`config.mk`:
```
export PLATFORM = sky130hd
export DESIGN_NAME = vreg_fault_supervisor
export DESIGN_NICKNAME = d
export VERILOG_FILES = /design/src/rtl/vfs_pkg.sv /design/src/rtl/vfs_qualifier.sv /design/src/rtl/vfs_std_latch.sv /design/src/rtl/vfs_sovp_ctrl.sv /design/src/rtl/vreg_fault_supervisor.sv
export SDC_FILE = /design/constraint.sdc
export NUM_CORES = 1
export LEC_CHECK = 0
export ABC_AREA = 1
export BUFFER_PORTS_ARGS = -buffer_cell sky130_fd_sc_hd__buf_2
export CORE_AREA = 2 2 78 80
export CTS_CLUSTER_SIZE = 25
export DETAILED_ROUTE_END_ITERATION = 16
export DIE_AREA = 0 0 80 82
export PLACE_DENSITY = 0.74
export SLEW_MARGIN = 10
export SYNTH_ARGS = -nofsm -noshare
export SYNTH_HDL_FRONTEND = slang
export SYNTH_SLANG_ARGS = --single-unit
```
`constraint.sdc`:
```
create_clock -name clk -period 4.15 [get_ports clk]
set_clock_uncertainty 0.15 [all_clocks]
set_input_delay 0 -clock clk [delete_from_list [all_inputs] [get_ports clk]]
set_output_delay 0 -clock clk [all_outputs]
set_load 0.01 [all_outputs]
```
`src/rtl/vfs_pkg.sv`:
```
`timescale 1ns/1ps
package vfs_pkg;
  localparam int NUM_STD = 4;
  localparam int CODE_W  = NUM_STD + 1;

  typedef enum int {
    IDX_UV   = 0,
    IDX_OV   = 1,
    IDX_OC   = 2,
    IDX_SC   = 3,
    IDX_SOVP = 4
  } fault_idx_e;

  // Cycles of a clock at clk_hz that span dur_ns, never below one.
  function automatic int ns_to_ticks(int clk_hz, int dur_ns);
    longint t;
    t = (longint'(clk_hz) * longint'(dur_ns)) / 64'd1_000_000_000;
    if (t < 1) t = 1;
    return int'(t);
  endfunction

  // One-hot pick of the highest-index request (SC > OC > OV > UV).
  function automatic logic [NUM_STD-1:0] first_pick(logic [NUM_STD-1:0] req);
    logic [NUM_STD-1:0] r;
    r = '0;
    for (int i = 0; i < NUM_STD; i++) begin
      if (req[i]) begin
        r    = '0;
        r[i] = 1'b1;
      end
    end
    return r;
  endfunction
endpackage

```
`src/rtl/vfs_qualifier.sv`:
```
`timescale 1ns/1ps
module vfs_qualifier #(
  parameter int TICKS = 1
) (
  input  logic clk,
  input  logic supply_ok,
  input  logic en,
  input  logic flag,
  output logic qual
);
  localparam int CW = (TICKS > 1) ? $clog2(TICKS) : 1;
  localparam logic [CW-1:0] LAST = CW'(TICKS - 1);

  logic [CW-1:0] cnt;

  // Saturating run-length counter; any low cycle restarts it.
  always_ff @(posedge clk or negedge supply_ok) begin
    if (!supply_ok)          cnt <= '0;
    else if (!en || !flag)   cnt <= '0;
    else if (cnt != LAST)    cnt <= cnt + CW'(1);
  end

  assign qual = en & flag & (cnt == LAST);
endmodule

```
`src/rtl/vfs_std_latch.sv`:
```
`timescale 1ns/1ps
module vfs_std_latch
  import vfs_pkg::*;
(
  input  logic               clk,
  input  logic               supply_ok,
  input  logic               en,
  input  logic [NUM_STD-1:0] qual_vec,
  output logic [NUM_STD-1:0] std_code,
  output logic               std_latched
);
  logic [NUM_STD-1:0] code_q;

  always_ff @(posedge clk or negedge supply_ok) begin
    if (!supply_ok)                        code_q <= '0;
    else if (!en)                          code_q <= '0;
    else if (code_q == '0 && |qual_vec)    code_q <= first_pick(qual_vec);
  end

  assign std_code    = code_q;
  assign std_latched = |code_q;
endmodule

```
`src/rtl/vfs_sovp_ctrl.sv`:
```
`timescale 1ns/1ps
module vfs_sovp_ctrl (
  input  logic clk,
  input  logic supply_ok,
  input  logic sovp_hi,
  input  logic sovp_lo,
  output logic sovp_latched,
  output logic ls_on
);
  always_ff @(posedge clk or negedge supply_ok) begin
    if (!supply_ok) begin
      sovp_latched <= 1'b0;
      ls_on        <= 1'b0;
    end else begin
      if (sovp_hi) sovp_latched <= 1'b1;
      // Hysteresis: upper crossing wins if both were ever seen together.
      if (sovp_hi)      ls_on <= 1'b1;
      else if (sovp_lo) ls_on <= 1'b0;
    end
  end
endmodule

```
`src/rtl/vreg_fault_supervisor.sv`:
```
`timescale 1ns/1ps
module vreg_fault_supervisor
  import vfs_pkg::*;
#(
  parameter int CLK_HZ = 50_000_000,
  parameter int UV_NS  = 1_000_000,
  parameter int OV_NS  = 1_000_000,
  parameter int OC_NS  = 120_000,
  parameter int SC_NS  = 2_000
) (
  input  logic              clk,
  input  logic              supply_ok,
  input  logic              en,
  input  logic              uv_flag,
  input  logic              ov_flag,
  input  logic              oc_flag,
  input  logic              sc_flag,
  input  logic              sovp_hi,
  input  logic              sovp_lo,
  output logic              pgood,
  output logic              hs_mask,
  output logic              ls_force_hi,
  output logic              ls_mask_lo,
  output logic [CODE_W-1:0] fault_code
);
  localparam int UV_TICKS = ns_to_ticks(CLK_HZ, UV_NS);
  localparam int OV_TICKS = ns_to_ticks(CLK_HZ, OV_NS);
  localparam int OC_TICKS = ns_to_ticks(CLK_HZ, OC_NS);
  localparam int SC_TICKS = ns_to_ticks(CLK_HZ, SC_NS);
  localparam int TICK_TAB [NUM_STD] = '{UV_TICKS, OV_TICKS, OC_TICKS, SC_TICKS};

  // Named internal events, brought out for the checker.
  logic [NUM_STD-1:0] flag_vec;
  logic [NUM_STD-1:0] qual_vec;
  logic [NUM_STD-1:0] std_code;
  logic               std_latched;
  logic               sovp_latched;
  logic               ls_on;

  assign flag_vec = {sc_flag, oc_flag, ov_flag, uv_flag};

  for (genvar g = 0; g < NUM_STD; g++) begin : g_qual
    vfs_qualifier #(.TICKS(TICK_TAB[g])) u_q (
      .clk      (clk),
      .supply_ok(supply_ok),
      .en       (en),
      .flag     (flag_vec[g]),
      .qual     (qual_vec[g])
    );
  end

  vfs_std_latch u_std (
    .clk        (clk),
    .supply_ok  (supply_ok),
    .en         (en),
    .qual_vec   (qual_vec),
    .std_code   (std_code),
    .std_latched(std_latched)
  );

  vfs_sovp_ctrl u_sovp (
    .clk         (clk),
    .supply_ok   (supply_ok),
    .sovp_hi     (sovp_hi),
    .sovp_lo     (sovp_lo),
    .sovp_latched(sovp_latched),
    .ls_on       (ls_on)
  );

  assign pgood       = en & ~std_latched & ~sovp_latched;
  assign hs_mask     = std_latched | sovp_latched;
  assign ls_force_hi = sovp_latched & ls_on;
  assign ls_mask_lo  = sovp_latched ? ~ls_on : std_latched;
  assign fault_code  = {sovp_latched, std_code};
endmodule

```
==> flow_summary.json, run 1 <==
{
  "die_y_um": 82,
  "layout.nets": 471,
  "tightest_slew_ns": 0.694,
  "leakagePower_nw": 1.75,
  "synth.most_common_cell": "nand2_1",
  "async_flop_share": 1.00,
  "synth_top_area_share": 0.456,
  "grt_pass1_wl_mm": 10.9,
  "drc_errors": 0,
  "synth_area_leader_cell": "dfrtp_1",
  "wirelength_mm": 6.37,
  "core_area_um2": 5750,
  "crit_path_end_kind": "flop",
  "p_per_area_nw_per_um2": 342,
  "syn_inst": 425,
  "syn-num-nets": 438,
  "power.total_mw": 1.25,
  "min_period_over_period": 0.424,
  "setup_viol": 0,
  "ys_seq_elements": 58,
  "hold_class": "input port to asynchronous set/reset pin",
  "grt_usage": 0.216,
  "rsz0062_at_grt": "no",
  "clkLatencyLatePin_ns": 0.34,
  "dieArea_um2": 6560,
  "crit_fanout": 14,
  "ys_seq_area_frac": 0.456,
  "p_int_mw": 0.977,
  "die_w_um": 80,
  "combPwrFrac": 0.055,
  "synth_commonest_cells": "nand2_1 (83), inv_1 (62), dfrtp_1 (58), nor2_1 (55), nand3_1 (33)",
  "seqPwrFrac": 0.477,
  "fmax_mhz": 568,
  "first_pass_iters": 4,
  "htree_levels": 3,
  "crit_type": "input port to flop",
  "synth_edf_count": 0,
  "hpwlAfterDp_mm": 4.53,
  "switching_share": 0.217,
  "grt_pass1_vias": 2535,
  "status": "completed",
  "cts_tree": "built",
  "netlist_area_um2": 3180,
  "fillers": 511,
  "routabilityCongestion": 0.876,
  "start_util": 0.554,
  "areaGrowthSynthToFinish_pct": 14.7,
  "drv_cap": 0,
  "post_drt_wl_per_cell_um": 11.9,
  "drive_above_1_share": 0.113,
  "yosysWarnings": 0,
  "synthFlopType": "dfrtp_1",
  "clockRootBuffer": "clkbuf_8",
  "rows": 28,
  "post-cts-setup-buffer-count": 0,
  "portBuffers": 17,
  "grt-ovfl-total": 0,
  "crit_arrival_ns": 1.89,
  "min_period_ns": 1.76,
  "fin_cells": 537,
  "syn_avg_cell_area_um2": 7.48,
  "vias": 2796,
  "clk_pin_slew_ns": 0.06,
  "final_max_slew_viol_count": 0,
  "dpl.cell_count": 512,
  "clockBufferDepth": 2,
  "synth.distinct_cells": 29,
  "antenna_found_initial": 0,
  "max-slew-margin-rel": 0.537,
  "yosys-top-cells-area": "dfrtp_1 (46%), nand2_1 (9.8%), inv_1 (7.3%)",
  "first_iter_violations": 145,
  "ios": 18,
  "required_ns": 4.28,
  "tns_ns": 0,
  "antenna_left": 0,
  "clock_sinks": 58,
  "cts_buffers": 9,
  "hold_viol": 0,
  "p_switching_mw": 0.272,
  "diodes": 0,
  "ir_worst_vdd_uv": 214,
  "start_kind": "input port",
  "grt_start_max_net_pins": 59,
  "pwr-share-clk": 0.467,
  "via_per_inst": 5.21
}
==> layer usage <==
metal,part of all wire,routed length [um],vias up,GRT usage
met3,0.034,215,11,0.0659
li1,-,-,1456,-
met5,0,0,-,0
met2,0.48,3090,36,0.360
met1,0.47,2970,1293,0.269
met4,0.015,94,0,0.0729
==> per-stage QoR <==
step | utilization | hold WS [ns] | instance area, um2 | worst slack [ns]
floorplan | - | -0.446 | 3180 | 2.58
finish | 0.635 | 0.182 | 3650 | 2.39
CTS | 0.635 | 0.208 | 3650 | 2.39
detailed placement | 0.579 | 0.0384 | 3330 | 2.41
global route | 0.635 | 0.272 | 3650 | 2.15
global placement | 0.579 | 0.0386 | 3330 | 2.46
==> logic make-up (layout without fill, tap and decap cells) <==
kind of cell             Yosys count  in the layout  share of synthesized area
AO/OA/AOI/OAI                     67             67                      0.111
XOR/XNOR                           3              3                    0.00826
adder cells (fa/ha/maj)            4              4                     0.0157
buffers and inverters             70            107                     0.0873
flip-flops                        58             58                      0.456
AND/OR/NAND/NOR                  223            223                      0.321
==> power groups by stage <==
stage | clock [mW] | combinational [mW] | sequential [mW]
after detailed placement | 0 | 0.0627 | 0.606
after floorplan | 0 | 0.0378 | 0.604
after global routing | 0.620 | 0.0819 | 0.598
after global placement | 0 | 0.0604 | 0.605
final | 0.584 | 0.0691 | 0.596
after CTS | 0.594 | 0.0707 | 0.596
==> repair_timing <==
| item | 4_1_cts | 5_1_grt |
|---|---|---|
| endpoints found under the hold margin | 85 | 0 |
| resized for setup | 0 | 0 |
| hold buffers | 10 | 0 |
==> critical path: stages <==
cell	delay, ns
dlygate4sd3_1	0.52
buf_2	0.24
nand2_1	0.21
inv_1	0.38
nand3_1	0.16
nand2_1	0.09
o21ai_1	0.07
nand2_1	0.11
nand2_1	0.06
nand2_1	0.05
==> flip-flops by register name, summed over array words and instances (netlist names) <==
register / cells
g_qual.u_q.cnt: 52
u_sovp.ls_on: 1
u_sovp.sovp_latched: 1
u_std.std_code: 4
==> cell usage in the layout (no fill, tap or decap) <==
cell	n
o21ai_1	1
nor4_1	3
o21bai_1	1
ha_1	4
a211oi_1	1
inv_2	2
o21ai_0	26
nand3_2	1
nor2_1	55
o31ai_1	1
buf_4	1
a21oi_1	31
or2_2	1
and3_1	1
nand2_2	6
nor2_4	2
xor2_1	3
bufinv_16	2
buf_2	17
nand2_1	83
dlygate4sd3_1	10
nand4_1	10
clkbuf_8	11
o211a_1	1
a31oi_1	5
inv_1	62
nor2_2	6
nor4_4	1
nor3_1	19
nand3_1	33
clkbuf_1	2
nor3_2	2
dfrtp_1	58
==> area by class of cell <==
| type | count | area, um2 | share of cell area |
|---|---|---|---|
| clock buffer | 13 | 159 | 0.0436 |
| clock inverter | 2 | 60.1 | 0.0165 |
| inverter | 64 | 240 | 0.0658 |
| multi-input combinational | 297 | 1450 | 0.398 |
| sequential | 58 | 1450 | 0.398 |
| tap | 75 | 93.8 | 0.0257 |
| timing repair buffer | 28 | 193 | 0.0528 |
==> worst paths after layout <==
kind                                      start                    end  slack, ns  cells after the start
setup / recovery                             en      u_std.std_code[0]       2.39                     10
max in group asynchronous             supply_ok   g_qual[0].u_q.cnt[3]       3.22                      3
hold / removal                        supply_ok  g_qual[1].u_q.cnt[15]       0.18                      3
min in group clk                        sovp_hi    u_sovp.sovp_latched       0.27                      3
hold reg to reg            g_qual[1].u_q.cnt[0]   g_qual[1].u_q.cnt[0]       0.35                      1
setup reg to reg           g_qual[1].u_q.cnt[0]      u_std.std_code[0]       2.39                     11
(Power assumes the default switching activity.)
==> inputs of run 2 (changes only) <==
CORE_AREA = 2 2 80 82   (was 2 2 78 80)
DIE_AREA = 0 0 82 84   (was 0 0 80 82)
PLACE_DENSITY = 0.73   (was 0.74)
clock period = 1.6 ns   (was 4.15 ns; I/O delays follow)
==> flow_summary.json, run 2 (synthesized netlist as in run 1, its figures left out) <==
{
  "die_w_um": 82,
  "final_max_slew_viol_count": 0,
  "dr_wl_met2_mm": 4.04,
  "clock_sinks": 58,
  "layout.area.seq_um2": 1460,
  "clk_pin_slew_ns": 0.07,
  "core_area_um2": 6100,
  "die_y_um": 84,
  "grt_usage": 0.241,
  "top_register": "g_qual.u_q.cnt",
  "tns_ns": -0.0312,
  "htree_levels": 3,
  "cts_tree": "built",
  "hold_viol": 0,
  "ir_worst_vdd_uv": 587,
  "min_period_ns": 1.62,
  "tightest_slew_ns": 0.372,
  "grt-ovfl-total": 0,
  "dr_wl_met3_um": 328,
  "status": "complete, but fails checks",
  "fillers": 484,
  "dieArea_um2": 6890,
  "hpwlAfterDp_mm": 5.03,
  "drc_errors": 0,
  "fin_util": 0.698,
  "dpl_cell_area_um2": 3640,
  "first_pass_iters": 5,
  "diodes": 0,
  "first_iter_violations": 266,
  "setup_viol": 3,
  "fmax_mhz": 616,
  "crit_path_end_kind": "flop",
  "cts_buffers": 9,
  "power.total_mw": 3.22,
  "grt_start_max_net_pins": 59,
  "grt_pass1_wl_mm": 13.0,
  "drv_cap": 0,
  "p_per_area_nw_per_um2": 758,
  "routabilityCongestion": 0.852,
  "multi_input_area_um2": 1630,
  "drive_above_1_share": 0.293,
  "clockBufferDepth": 2,
  "hold_class": "input port to flop",
  "via_per_inst": 5.33,
  "antenna_found_initial": 0,
  "mostFrequentLayoutCell": "nand2_1",
  "required_ns": 1.67,
  "grt_pass1_vias": 3074,
  "wirelength_mm": 8.08,
  "vias": 3174,
  "layout_setup_ws_ns": -0.0223,
  "clockRootBuffer": "clkbuf_8",
  "largest_reg_flops": 52,
  "leakagePower_nw": 2.04,
  "crit_arrival_ns": 1.69,
  "final_cell_mix": "nand2_1 (74), inv_1 (57), dfrtp_1 (51)",
  "crit_type": "flop to flop",
  "dpl.cell_count": 553,
  "dr.max_layer_used": "met4",
  "start_kind": "flop",
  "clkLatencyLatePin_ns": 0.34,
  "portBuffers": 17,
  "final_area_um2": 4250,
  "start_util": 0.522,
  "antenna_left": 0,
  "min_period_over_period": 1.01,
  "met1Wirelength_mm": 3.53,
  "rsz0062_at_grt": "yes",
  "ios": 18,
  "rows": 29,
  "max-slew-margin-rel": 0.750,
  "areaGrowthSynthToFinish_pct": 33.7,
  "layout.nets": 526,
  "crit_fanout": 3,
  "violations": "setup timing",
  "fin_cells": 595,
  "post_drt_wl_per_cell_um": 13.6
}
-- run 2: worst max-delay path, cell delays in order, from the launching register on --
cell	delay (ns)
dfrtp_1	0.39
ha_2	0.18
nand2_2	0.08
inv_2	0.06
nand2_2	0.06
nor2_1	0.05
nand3_1	0.09
nand2_1	0.08
o21ai_2	0.16
nand2_2	0.08
nand2_1	0.07
nand2_1	0.06
-- run 2: where the power goes --
group,total (mW),switching (mW),internal [mW],leakage [nW]
sequential,1.53,0.0264,1.51,0.785
combinational,0.304,0.159,0.145,1.15
clock,1.38,0.579,0.805,0.101
-- run 2: path summary, 6_finish.rpt --
path / to / depth (start not counted) / slack, ns / startpoint
worst max-delay path: u_std.std_code[0] / 11 / -0.02 / g_qual[0].u_q.cnt[0]
worst min-delay path: g_qual[1].u_q.cnt[14] / 4 / 0.01 / en
worst max register to register: u_std.std_code[0] / 11 / -0.02 / g_qual[0].u_q.cnt[0]
worst min register to register: u_std.std_code[3] / 2 / 0.37 / u_std.std_code[3]
max in group asynchronous: g_qual[0].u_q.cnt[5] / 3 / 0.96 / supply_ok
min in group asynchronous: g_qual[1].u_q.cnt[14] / 3 / 0.03 / supply_ok
-- run 2: metrics by stage --
step | hold WS [ns] | worst slack (ns)
detailed placement | -0.123 | -0.0798
floorplan | -0.446 | 0.0293
CTS | 0.00735 | -0.00910
global placement | -0.122 | -0.0153
finish | 0.0124 | -0.0223
global route | 0.0209 | -0.206
-- run 2: metal layers --
| metal | global-route usage | up-vias |
|---|---|---|
| met3 | 0.0584 | 23 |
| met1 | 0.308 | 1500 |
| met5 | 0 | - |
| li1 | - | 1559 |
| met2 | 0.388 | 92 |
| met4 | 0.0985 | 0 |
-- run 2: timing repair --
item                       CTS  global route
hold endpoints to repair    88             0
setup endpoints to repair    7            34
gates resized for setup     11            55
hold buffers                14             0
pin swaps                    8            18
setup buffers                3             9
-- run 2: layout make-up --
class,count,share of cell area
inverters,64,0.0565
clock buffers,14,0.0382
clock inverters,2,0.00824
multi-input cells,297,0.382
repair buffers,83,0.149
flip-flops and latches,58,0.343
well taps,77,0.0227
